File: src/rtl/mir_pkg.sv
package mir_pkg;

    typedef enum logic [3:0] {
        RG_NONE, RG_DOM, RG_CFG, RG_SETP, RG_SETPN, RG_CLRP, RG_CLRPN,
        RG_SETE, RG_SETEN, RG_CLRE, RG_CLREN, RG_SETPN_LE, RG_SETPN_BE,
        RG_MSG, RG_TGT
    } region_e;

    localparam logic [31:0] OFF_DOM      = 32'h0000;
    localparam logic [31:0] OFF_CFG      = 32'h0004;
    localparam logic [31:0] OFF_SETP     = 32'h1C00;
    localparam logic [31:0] OFF_SETPN    = 32'h1CDC;
    localparam logic [31:0] OFF_CLRP     = 32'h1D00;
    localparam logic [31:0] OFF_CLRPN    = 32'h1DDC;
    localparam logic [31:0] OFF_SETE     = 32'h1E00;
    localparam logic [31:0] OFF_SETEN    = 32'h1EDC;
    localparam logic [31:0] OFF_CLRE     = 32'h1F00;
    localparam logic [31:0] OFF_CLREN    = 32'h1FDC;
    localparam logic [31:0] OFF_SETPN_LE = 32'h2000;
    localparam logic [31:0] OFF_SETPN_BE = 32'h2004;
    localparam logic [31:0] OFF_MSG      = 32'h3000;
    localparam logic [31:0] OFF_TGT      = 32'h3004;

    localparam logic [31:0] DOM_FIXED    = 32'h8000_0004;
    localparam int          DOM_IE_BIT   = 8;
    localparam logic [31:0] TGT_KEEP     = 32'hFFFF_F7FF;
    localparam logic [31:0] MSG_KEEP     = 32'hFFFC_0FFF;

    function automatic logic [31:0] byte_swap(input logic [31:0] v);
        return {v[7:0], v[15:8], v[23:16], v[31:24]};
    endfunction

endpackage

File: src/rtl/mir_decode.sv
module mir_decode
    import mir_pkg::*;
#(
    parameter int NSRC   = 63,
    parameter int NWORDS = 2,
    parameter int ADDR_W = 15
) (
    input  logic [ADDR_W-1:0] addr,
    input  logic [1:0]        size,
    output region_e           region,
    output logic [31:0]       idx
);
    localparam logic [31:0] SRC_SPAN = 32'(4 * NSRC);
    localparam logic [31:0] MAP_SPAN = 32'(4 * NWORDS);

    logic [31:0] off;

    function automatic logic in_arr(input logic [31:0] o, input logic [31:0] base,
                                    input logic [31:0] span);
        return (o >= base) && (o < base + span);
    endfunction

    always_comb begin
        off    = 32'(addr);
        region = RG_NONE;
        idx    = '0;
        if (size == 2'd2 && off[1:0] == 2'b00) begin
            if      (off == OFF_DOM)                 region = RG_DOM;
            else if (in_arr(off, OFF_CFG, SRC_SPAN)) begin region = RG_CFG;  idx = (off - OFF_CFG)  >> 2; end
            else if (in_arr(off, OFF_SETP, MAP_SPAN)) begin region = RG_SETP; idx = (off - OFF_SETP) >> 2; end
            else if (off == OFF_SETPN)               region = RG_SETPN;
            else if (in_arr(off, OFF_CLRP, MAP_SPAN)) begin region = RG_CLRP; idx = (off - OFF_CLRP) >> 2; end
            else if (off == OFF_CLRPN)               region = RG_CLRPN;
            else if (in_arr(off, OFF_SETE, MAP_SPAN)) begin region = RG_SETE; idx = (off - OFF_SETE) >> 2; end
            else if (off == OFF_SETEN)               region = RG_SETEN;
            else if (in_arr(off, OFF_CLRE, MAP_SPAN)) begin region = RG_CLRE; idx = (off - OFF_CLRE) >> 2; end
            else if (off == OFF_CLREN)               region = RG_CLREN;
            else if (off == OFF_SETPN_LE)            region = RG_SETPN_LE;
            else if (off == OFF_SETPN_BE)            region = RG_SETPN_BE;
            else if (off == OFF_MSG)                 region = RG_MSG;
            else if (in_arr(off, OFF_TGT, SRC_SPAN)) begin region = RG_TGT;  idx = (off - OFF_TGT)  >> 2; end
        end
    end

endmodule

File: src/rtl/mir_srcbit.sv
module mir_srcbit (
    input  logic clk,
    input  logic rst_n,
    input  logic set_p,
    input  logic clr_p,
    input  logic set_e,
    input  logic clr_e,
    output logic pend,
    output logic en
);
    typedef struct packed {
        logic pend;
        logic en;
    } cell_t;

    cell_t c_d, c_q;

    always_comb begin
        c_d = c_q;
        if (set_p) c_d.pend = 1'b1;
        else if (clr_p) c_d.pend = 1'b0;
        if (set_e) c_d.en = 1'b1;
        else if (clr_e) c_d.en = 1'b0;
    end

    always_ff @(posedge clk or negedge rst_n) begin
        if (!rst_n) c_q <= '0;
        else        c_q <= c_d;
    end

    assign pend = c_q.pend;
    assign en   = c_q.en;

endmodule

File: src/rtl/mir_regbank.sv
module mir_regbank
    import mir_pkg::*;
#(
    parameter int NSRC   = 63,
    parameter int CFG_W  = 3,
    parameter int ADDR_W = 15
) (
    input  logic              clk,
    input  logic              rst_n,
    input  logic              req_valid,
    input  logic              req_write,
    input  logic [ADDR_W-1:0] req_addr,
    input  logic [1:0]        req_size,
    input  logic [31:0]       req_wdata,
    output logic              rsp_valid,
    output logic              rsp_err,
    output logic [31:0]       rsp_rdata,
    input  logic [NSRC-1:0]   src_rect_i,
    output logic [NSRC-1:0]   pend_o,
    output logic [NSRC-1:0]   en_o,
    output logic              ie_o,
    output logic              scan_start_o,
    output logic              msg_valid_o,
    output logic [13:0]       msg_hart_o,
    output logic [5:0]        msg_guest_o,
    output logic [10:0]       msg_eiid_o
);
    localparam int NWORDS = (NSRC + 1 + 31) / 32;
    localparam int NBITS  = NWORDS * 32;
    localparam int BIW    = $clog2(NBITS);
    localparam int SIW    = (NSRC > 1) ? $clog2(NSRC) : 1;

    typedef struct packed {
        logic                        ie;
        logic [NSRC-1:0][CFG_W-1:0]  cfg;
        logic [NSRC-1:0][31:0]       tgt;
        logic [31:0]                 msg_reg;
        logic                        rsp_valid;
        logic                        rsp_err;
        logic [31:0]                 rdata;
        logic                        scan;
        logic                        msg_valid;
        logic [13:0]                 msg_hart;
        logic [10:0]                 msg_eiid;
    } bank_t;

    bank_t s_d, s_q;

    region_e           region;
    logic [31:0]       idx;
    logic [SIW-1:0]    sidx;
    logic [BIW-1:0]    wbase;
    logic [NBITS-1:0]  set_p_v, clr_p_v, set_e_v, clr_e_v;
    logic [NBITS-1:0]  pend_v, en_v, rect_v;
    logic [31:0]       num;
    logic              num_ok;

    mir_decode #(.NSRC(NSRC), .NWORDS(NWORDS), .ADDR_W(ADDR_W)) u_dec (
        .addr   (req_addr),
        .size   (req_size),
        .region (region),
        .idx    (idx)
    );

    generate
        for (genvar g = 0; g < NSRC; g++) begin : g_src
            mir_srcbit u_bit (
                .clk   (clk),
                .rst_n (rst_n),
                .set_p (set_p_v[g+1]),
                .clr_p (clr_p_v[g+1]),
                .set_e (set_e_v[g+1]),
                .clr_e (clr_e_v[g+1]),
                .pend  (pend_o[g]),
                .en    (en_o[g])
            );
        end
    endgenerate

    assign pend_v = NBITS'({pend_o, 1'b0});
    assign en_v   = NBITS'({en_o, 1'b0});
    assign rect_v = NBITS'({src_rect_i, 1'b0});
    assign sidx   = SIW'(idx);
    assign wbase  = BIW'({idx, 5'b0});

    always_comb begin
        case (region)
            RG_SETPN_BE: num = byte_swap(req_wdata);
            default:     num = req_wdata;
        endcase
        num_ok = (num != 32'd0) && (num <= 32'(NSRC));
    end

    always_comb begin
        s_d           = s_q;
        s_d.rsp_valid = req_valid;
        s_d.rsp_err   = 1'b0;
        s_d.rdata     = '0;
        s_d.scan      = 1'b0;
        s_d.msg_valid = 1'b0;
        set_p_v = '0;
        clr_p_v = '0;
        set_e_v = '0;
        clr_e_v = '0;
        if (req_valid) begin
            if (region == RG_NONE) begin
                s_d.rsp_err = 1'b1;
            end else if (req_write) begin
                s_d.scan = 1'b1;
                case (region)
                    RG_DOM:  s_d.ie = req_wdata[DOM_IE_BIT];
                    RG_CFG:  s_d.cfg[sidx] = req_wdata[CFG_W-1:0];
                    RG_TGT:  s_d.tgt[sidx] = req_wdata & TGT_KEEP;
                    RG_SETP: set_p_v[wbase +: 32] = req_wdata;
                    RG_CLRP: clr_p_v[wbase +: 32] = req_wdata;
                    RG_SETE: set_e_v[wbase +: 32] = req_wdata;
                    RG_CLRE: clr_e_v[wbase +: 32] = req_wdata;
                    RG_SETPN, RG_SETPN_LE, RG_SETPN_BE:
                        if (num_ok) set_p_v[BIW'(num)] = 1'b1;
                    RG_CLRPN: if (num_ok) clr_p_v[BIW'(num)] = 1'b1;
                    RG_SETEN: if (num_ok) set_e_v[BIW'(num)] = 1'b1;
                    RG_CLREN: if (num_ok) clr_e_v[BIW'(num)] = 1'b1;
                    RG_MSG: begin
                        s_d.msg_reg   = req_wdata & MSG_KEEP;
                        s_d.msg_valid = 1'b1;
                        s_d.msg_hart  = req_wdata[31:18];
                        s_d.msg_eiid  = req_wdata[10:0];
                    end
                    default: ;
                endcase
            end else begin
                case (region)
                    RG_DOM:  s_d.rdata = DOM_FIXED | (32'(s_q.ie) << DOM_IE_BIT);
                    RG_CFG:  s_d.rdata = 32'(s_q.cfg[sidx]);
                    RG_TGT:  s_d.rdata = s_q.tgt[sidx];
                    RG_SETP: s_d.rdata = pend_v[wbase +: 32];
                    RG_CLRP: s_d.rdata = rect_v[wbase +: 32];
                    RG_SETE: s_d.rdata = en_v[wbase +: 32];
                    RG_MSG:  s_d.rdata = s_q.msg_reg;
                    default: s_d.rdata = '0;
                endcase
            end
        end
    end

    always_ff @(posedge clk or negedge rst_n) begin
        if (!rst_n) s_q <= '0;
        else        s_q <= s_d;
    end

    assign rsp_valid    = s_q.rsp_valid;
    assign rsp_err      = s_q.rsp_err;
    assign rsp_rdata    = s_q.rdata;
    assign ie_o         = s_q.ie;
    assign scan_start_o = s_q.scan;
    assign msg_valid_o  = s_q.msg_valid;
    assign msg_hart_o   = s_q.msg_hart;
    assign msg_guest_o  = 6'd0;
    assign msg_eiid_o   = s_q.msg_eiid;

endmodule

File: config.mk
export PLATFORM = sky130hd
export DESIGN_NAME = mir_regbank
export DESIGN_NICKNAME = d
export VERILOG_FILES = /design/src/rtl/mir_pkg.sv /design/src/rtl/mir_decode.sv /design/src/rtl/mir_srcbit.sv /design/src/rtl/mir_regbank.sv
export SDC_FILE = /design/constraint.sdc
export NUM_CORES = 2
export LEC_CHECK = 0
export BUFFER_PORTS_ARGS = -buffer_cell sky130_fd_sc_hd__buf_2
export CAP_MARGIN = 20
export CORE_MARGIN = 8
export CORE_UTILIZATION = 45
export CTS_BUF_LIST = sky130_fd_sc_hd__clkbuf_16
export CTS_CLUSTER_SIZE = 16
export DETAILED_ROUTE_END_ITERATION = 6
export SETUP_SLACK_MARGIN = 0.02
export SYNTH_ARGS = -nofsm -noshare
export SYNTH_HDL_FRONTEND = slang
export SYNTH_SLANG_ARGS = --single-unit
export TNS_END_PERCENT = 50
File: constraint.sdc
create_clock -name clk -period 4.31 [get_ports clk]
set_input_delay 0.862 -clock clk [delete_from_list [all_inputs] [get_ports clk]]
set_output_delay 0.862 -clock clk [all_outputs]
set_load 0.01 [all_outputs]
* After elaboration in Yosys (flattened, before gate mapping)
Cells that the tools add are included.
Cells by class: $add $sub $neg 7, magnitude comparators 17, eq/ne operators 22, shift-type cells 5, muxes and demuxes 319, bitwise operators 2, reductions and logical operators 145
Operators by type and width (number):
- 2016-bit bitwise mux | 1
- 64-bit 2-to-1 mux | 13
- 64-bit case mux with 2 select lines | 4
- 1-bit 2-to-1 mux | 254
- 2-bit nonzero test | 126
- 32-bit case mux with 7 select lines | 1
- 32-bit binary-select mux with 6-bit select | 1
- 32-bit demux with 6-bit select | 1
- 64-bit by 7-bit variable part select with 32-bit output | 3
- 189-bit bitwise mux | 1
- 32-bit 2-to-1 mux | 4
- 6-bit 2-to-1 mux | 15
- 64-bit bitwise AND | 1
- 32-bit by 8-bit variable shift with 64-bit output, first input constant | 1
- 32-bit by 8-bit variable part select with 64-bit output | 1
- 15-bit by 13-bit == test with 1-bit output, second input constant | 4
- 15-bit by 13-bit >= comparator with 1-bit output, second input constant | 4
- 15-bit by 13-bit less-than comparator with 1-bit output, second input constant | 4
- 4-bit 2-to-1 mux | 15
- 60-bit 2-to-1 mux | 1
- 59-bit 2-to-1 mux | 1
- 15-bit by 14-bit == test with 1-bit output, second input constant | 3
- 32-bit by 6-bit <= comparator with 1-bit output, second input constant | 1
- 32-bit nonzero test | 1
- 27 further kinds | 56
Storage, ports and cells: register bits 2419, input port bits 116, output and inout port bits 194, word-level logic and storage cells 778

* Depth between registers and ports, before layout
depth after elaboration 30, gate-level depth with buffers 19, mapped depth without buffers 13

* By module
A second synthesis with hierarchy kept.
Second synthesis, totals: cell total of the unflattened synthesis 8542, area, all modules 107782.1 µm²
By module, submodules not included:
- mir_regbank | instances 1, cells an instance 7897, area an instance 101413.5 µm², sequential area each 55177.9 µm²
- mir_srcbit | instances 63, cells an instance 6, area an instance 72.6 µm², sequential area each 50.0 µm²
- mir_decode | instances 1, cells an instance 267, area an instance 1796.7 µm², sequential area each 0.0 µm²

* Least setup slack after synthesis
No wires, ideal clock.
path kind input port to flip-flop, start in req_addr[2], end reg s_q, in the netlist rsp_rdata[18], setup time 129 ps, arrival 4462 ps, required time 4181 ps, slack -281 ps, stages on the path 16, path buffers 6, cell sequence clkbuf_1 -> inv_1 -> ha_1 -> mux2_2 -> a31o_2 -> o21a_1 -> buf_2 -> buf_1 -> nor3_1 -> clkbuf_1 -> buf_2 -> buf_1 -> a31oi_1 -> a31oi_1 -> a21oi_1 -> o2bb2ai_1
RTL lines:
- start: declaration | RTL line mir_regbank.sv:12 | input logic [ADDR_W-1:0] req_addr,
- end signal: assignment | RTL line mir_regbank.sv:147 | if (!rst_n) s_q <= '0;
- end signal: assignment | RTL line mir_regbank.sv:148 | else s_q <= s_d;
- end: declaration | RTL line mir_regbank.sv:47 | bank_t s_d, s_q;

==> impl_metrics.csv <==
group,metric,value,unit
final_layout,nets,10400,
clock_tree,clk_latency,0.92,ns
die,placeableCoreArea,243000,sq um
sta,fin_skew,0.0498,ns
critical_path,end_kind,"flip-flop",
critical_path,crit_top_cell,"buf_4",
critical_path,max_stage_delay,0.45,ns
logic_synthesis,ys_seq_area_share,53.3,%
placement,dp_hpwl,327000,um
critical_path,cpMaxStageDelayCell,"nor4_1",
critical_path,crit_type,"in -> reg",
clock_tree,path_clk_slew,0.06,ns
clock_tree,cts_root_buf,"clkbuf_16",
die,die_w,509,um
power_and_ir_drop,p_leak,0.0650,uW
clock_tree,cts_buffers,237,
sta,hold_violations,0,
critical_path,reg2reg_depth,9,
sta,setup_ws,-0.108,ns
logic_synthesis,ys_types,86,
sta,relSlewSlack,23.6,%
min_path,hold_path.class,"in -> async",
placement,gp_congestion,0.980,
sta,fmax,226,MHz
critical_path,ff2ff_setup_slack,1.50,ns
global_route,grt_max_degree,118,
logic_synthesis,yosys_warnings,0,
logic_synthesis,postSynth.asyncResetShare,100,%
drt,firstDrtPassIters,7,
sta,setup_violations,2,
final_layout,drive_above_1_share,41.4,%
drt,num_vias,88300,
critical_path,path_max_fanout,5,
die,fp-row-count,181,
critical_path,r2r-end,"rsp_rdata[2]$_DFF_PN0_",
drt,postRouteAntennaNets,0,
critical_path,required,5.11,ns
clock_tree,cts_tree,"done",
outcome,violations,"setup timing",
critical_path,path_cells,"buf_2 > buf_4 > or3_4 > buf_4 > or4_1 > buf_4 > o31a_1 > buf_4 > and2_1 > a21oi_1 > buf_4 > nand2_2 > nor2_1 > buf_4 > buf_4 > o311ai_0 > nor4_1 > buf_4 > a211o_1",
final_layout,final_cell_count_no_fill,13700,
die,start_util,45.1,%
logic_synthesis,synthFlopType,"dfrtp_1",
final_layout,syn_to_final_growth,20.7,%
drt,drt-initial-drc-count,11100,
logic_synthesis,synth_seq_cells,2331,
power_and_ir_drop,ir_drop,0.457,mV
global_route,grt_use_total,35.1,%
global_route,grt_pass1_wl,662000,um
drt,drc,0,
final_layout,nFillCells,20600,
logic_synthesis,syn_inst,9388,
placement,post-place-ws,-0.918,ns
sta,finalCritPeriodShare,102,%
die,num_io_pins,310,
sta,max_slew.worst_pin.slew,1.13,ns
job,cap_viol_max_count,0,
logic_synthesis,synth_edf_count,0,
sta,rsz0062_at_grt,"true",
global_route,antenna_found_initial,37,
logic_synthesis,syn_area_per_cell,11.7,sq um
sta,slew_viol_final,0,
sta,tns,-0.160,ns
critical_path,start_kind,"input pin",
clock_tree,htreeDepth,4,
placement,placed_cells,13300,
drt,routed_wl,469000,um
drt,viasPerCell,6.44,
power_and_ir_drop,p_per_area,332,nW/um^2
die,dieArea,259000,sq um
final_layout,regArea,58300,sq um
logic_synthesis,syn-cell-area,109000,sq um
final_layout,multi_input_area,46700,sq um
critical_path,reg2reg_from,"s_q[735]$_DFFE_PN0P_",
placement,portBuffers,303,
clock_tree,numClockSinks,2331,
clock_tree,clk_path_buf_depth,3,
die,die_y,509,um
global_route,grt_pass1_vias,88800,
sta,period_minus_slack,4.42,ns
outcome,status,"finished with violations",
critical_path,worstPathArrival,5.22,ns
global_route,grt-ovfl-total,0,
drt,wl_per_cell,34.2,um
## routing by layer
| layer | up-vias | track usage [%] | wire length, um |
|---|---|---|---|
| met5 | - | 0 | 133 |
| met1 | 45900 | 45.3 | 182000 |
| li1 | 35800 | - | - |
| met3 | 1345 | 9.17 | 48000 |
| met2 | 5277 | 53.5 | 206000 |
| met4 | 22 | 20.7 | 32400 |
## logic make-up (layout without fill, tap and decap cells)
kind of cell | Yosys count | in the layout | share of synthesized area [%]
multiplexers | 2340 | 2340 | 24.0
flip-flops | 2331 | 2331 | 53.3
AND/OR/NAND/NOR | 1910 | 1910 | 7.73
AO/OA/AOI/OAI | 1704 | 1704 | 10.2
buffers and inverters | 1092 | 2189 | 4.72
XOR/XNOR | 6 | 6 | 0.0480
adder cells (fa/ha/maj) | 4 | 4 | 0.0457
other | 1 | 22 | 0.00343
## timing repair
action / CTS / global route
hold buffers: 0 / 0
setup endpoints to repair: 1 / 15
setup buffers: 0 / 0
gates resized for setup: 2 / 11
## worst max path at each step
| stage | slack, ns | start | to |
|---|---|---|---|
| 6_report | -0.11 | req_addr[3] | rsp_rdata[2]$_DFF_PN0_ |
| 5_1_grt | -0.04 | req_addr[3] | rsp_rdata[2]$_DFF_PN0_ |
| 4_1_cts | 0.05 | req_addr[9] | rsp_rdata[1]$_DFF_PN0_ |
| 3_5_place_dp | -0.92 | req_addr[9] | rsp_rdata[6]$_DFF_PN0_ |
| 3_3_place_gp | -0.97 | req_addr[3] | rsp_rdata[6]$_DFF_PN0_ |
| 2_1_floorplan | -0.006 | req_addr[2] | g_src[22].u_bit.en$_DFFE_PN0P_ |
## flip-flops by register name, summed over array words and instances, names as in the netlist
register	flops
rsp_valid	1
rsp_err	1
s_q	2145
rsp_rdata	32
ie_o	1
msg_valid_o	1
g_src.u_bit.pend	63
scan_start_o	1
msg_eiid_o	10
msg_hart_o	13
g_src.u_bit.en	63
## stage by stage
stage                     total power, uW  instance area (sq um)  hold slack [ns]  utilization (%)
after floorplan                     22700                 110000            0.449                -
after global placement              23900                 125000            0.465             51.3
after detailed placement            23900                 125000            0.471             51.3
after CTS                           44000                 132000           0.0195             54.4
after global routing                44900                 132000           0.0563             54.5
final                               43800                 132000           0.0495             54.5
## cell usage in the layout, fill, tap and decap left out, types with 239 or more instances in the layout
cell type | netlist | final
nor2_1 | 532 | 524
buf_12 | 0 | 255
a21oi_1 | 247 | 244
o22ai_1 | 434 | 433
buf_2 | 247 | 299
dfrtp_1 | 2331 | 2331
nand2_1 | 697 | 684
o21ai_0 | 353 | 352
nand3_1 | 251 | 239
buf_4 | 195 | 1174
mux2_2 | 2124 | 2124
## synthesized netlist by cell type, types with 43 or more instances
| cell type | number | share of area (%) |
|---|---|---|
| a21oi_1 | 247 | 1.1 |
| a22oi_1 | 184 | 1.3 |
| a31oi_1 | 49 | 0.28 |
| buf_1 | 92 | 0.32 |
| buf_2 | 247 | 1.1 |
| buf_4 | 195 | 1.3 |
| clkbuf_1 | 532 | 1.8 |
| dfrtp_1 | 2331 | 53 |
| mux2_1 | 111 | 1.1 |
| mux2_2 | 2124 | 22 |
| mux2i_1 | 105 | 0.96 |
| nand2_1 | 697 | 2.4 |
| nand3_1 | 251 | 1.1 |
| nor2_1 | 532 | 1.8 |
| nor3_1 | 203 | 0.93 |
| nor4_1 | 70 | 0.40 |
| o21ai_0 | 353 | 1.6 |
| o221ai_1 | 69 | 0.55 |
| o22a_1 | 43 | 0.34 |
| o22ai_1 | 434 | 2.5 |
## power by group
group,switching [uW],internal [uW],total [uW]
sequential,0.211,21900,21900
clock,9230,11100,20300
combinational,1310,323,1640
total,10500,33300,43800
## worst max-delay path, delay by kind of cell
family / cells / cell delay [ns]
buffers and inverters: 9 / 1.58
AO/OA/AOI/OAI: 4 / 0.97
AND/OR/NAND/NOR: 6 / 1.78
## final cells by class
| class | instances | share of cell area [%] |
|---|---|---|
| diodes | 16 | 0.0303 |
| clock buffers | 238 | 4.51 |
| clock inverters | 200 | 1.18 |
| inverters | 23 | 0.0653 |
| multi-input cells | 5970 | 35.4 |
| flip-flops and latches | 2331 | 44.1 |
| well taps | 3202 | 3.03 |
| repair buffers | 1728 | 11.7 |
No activity file was read; power rests on OpenSTA's default activity.
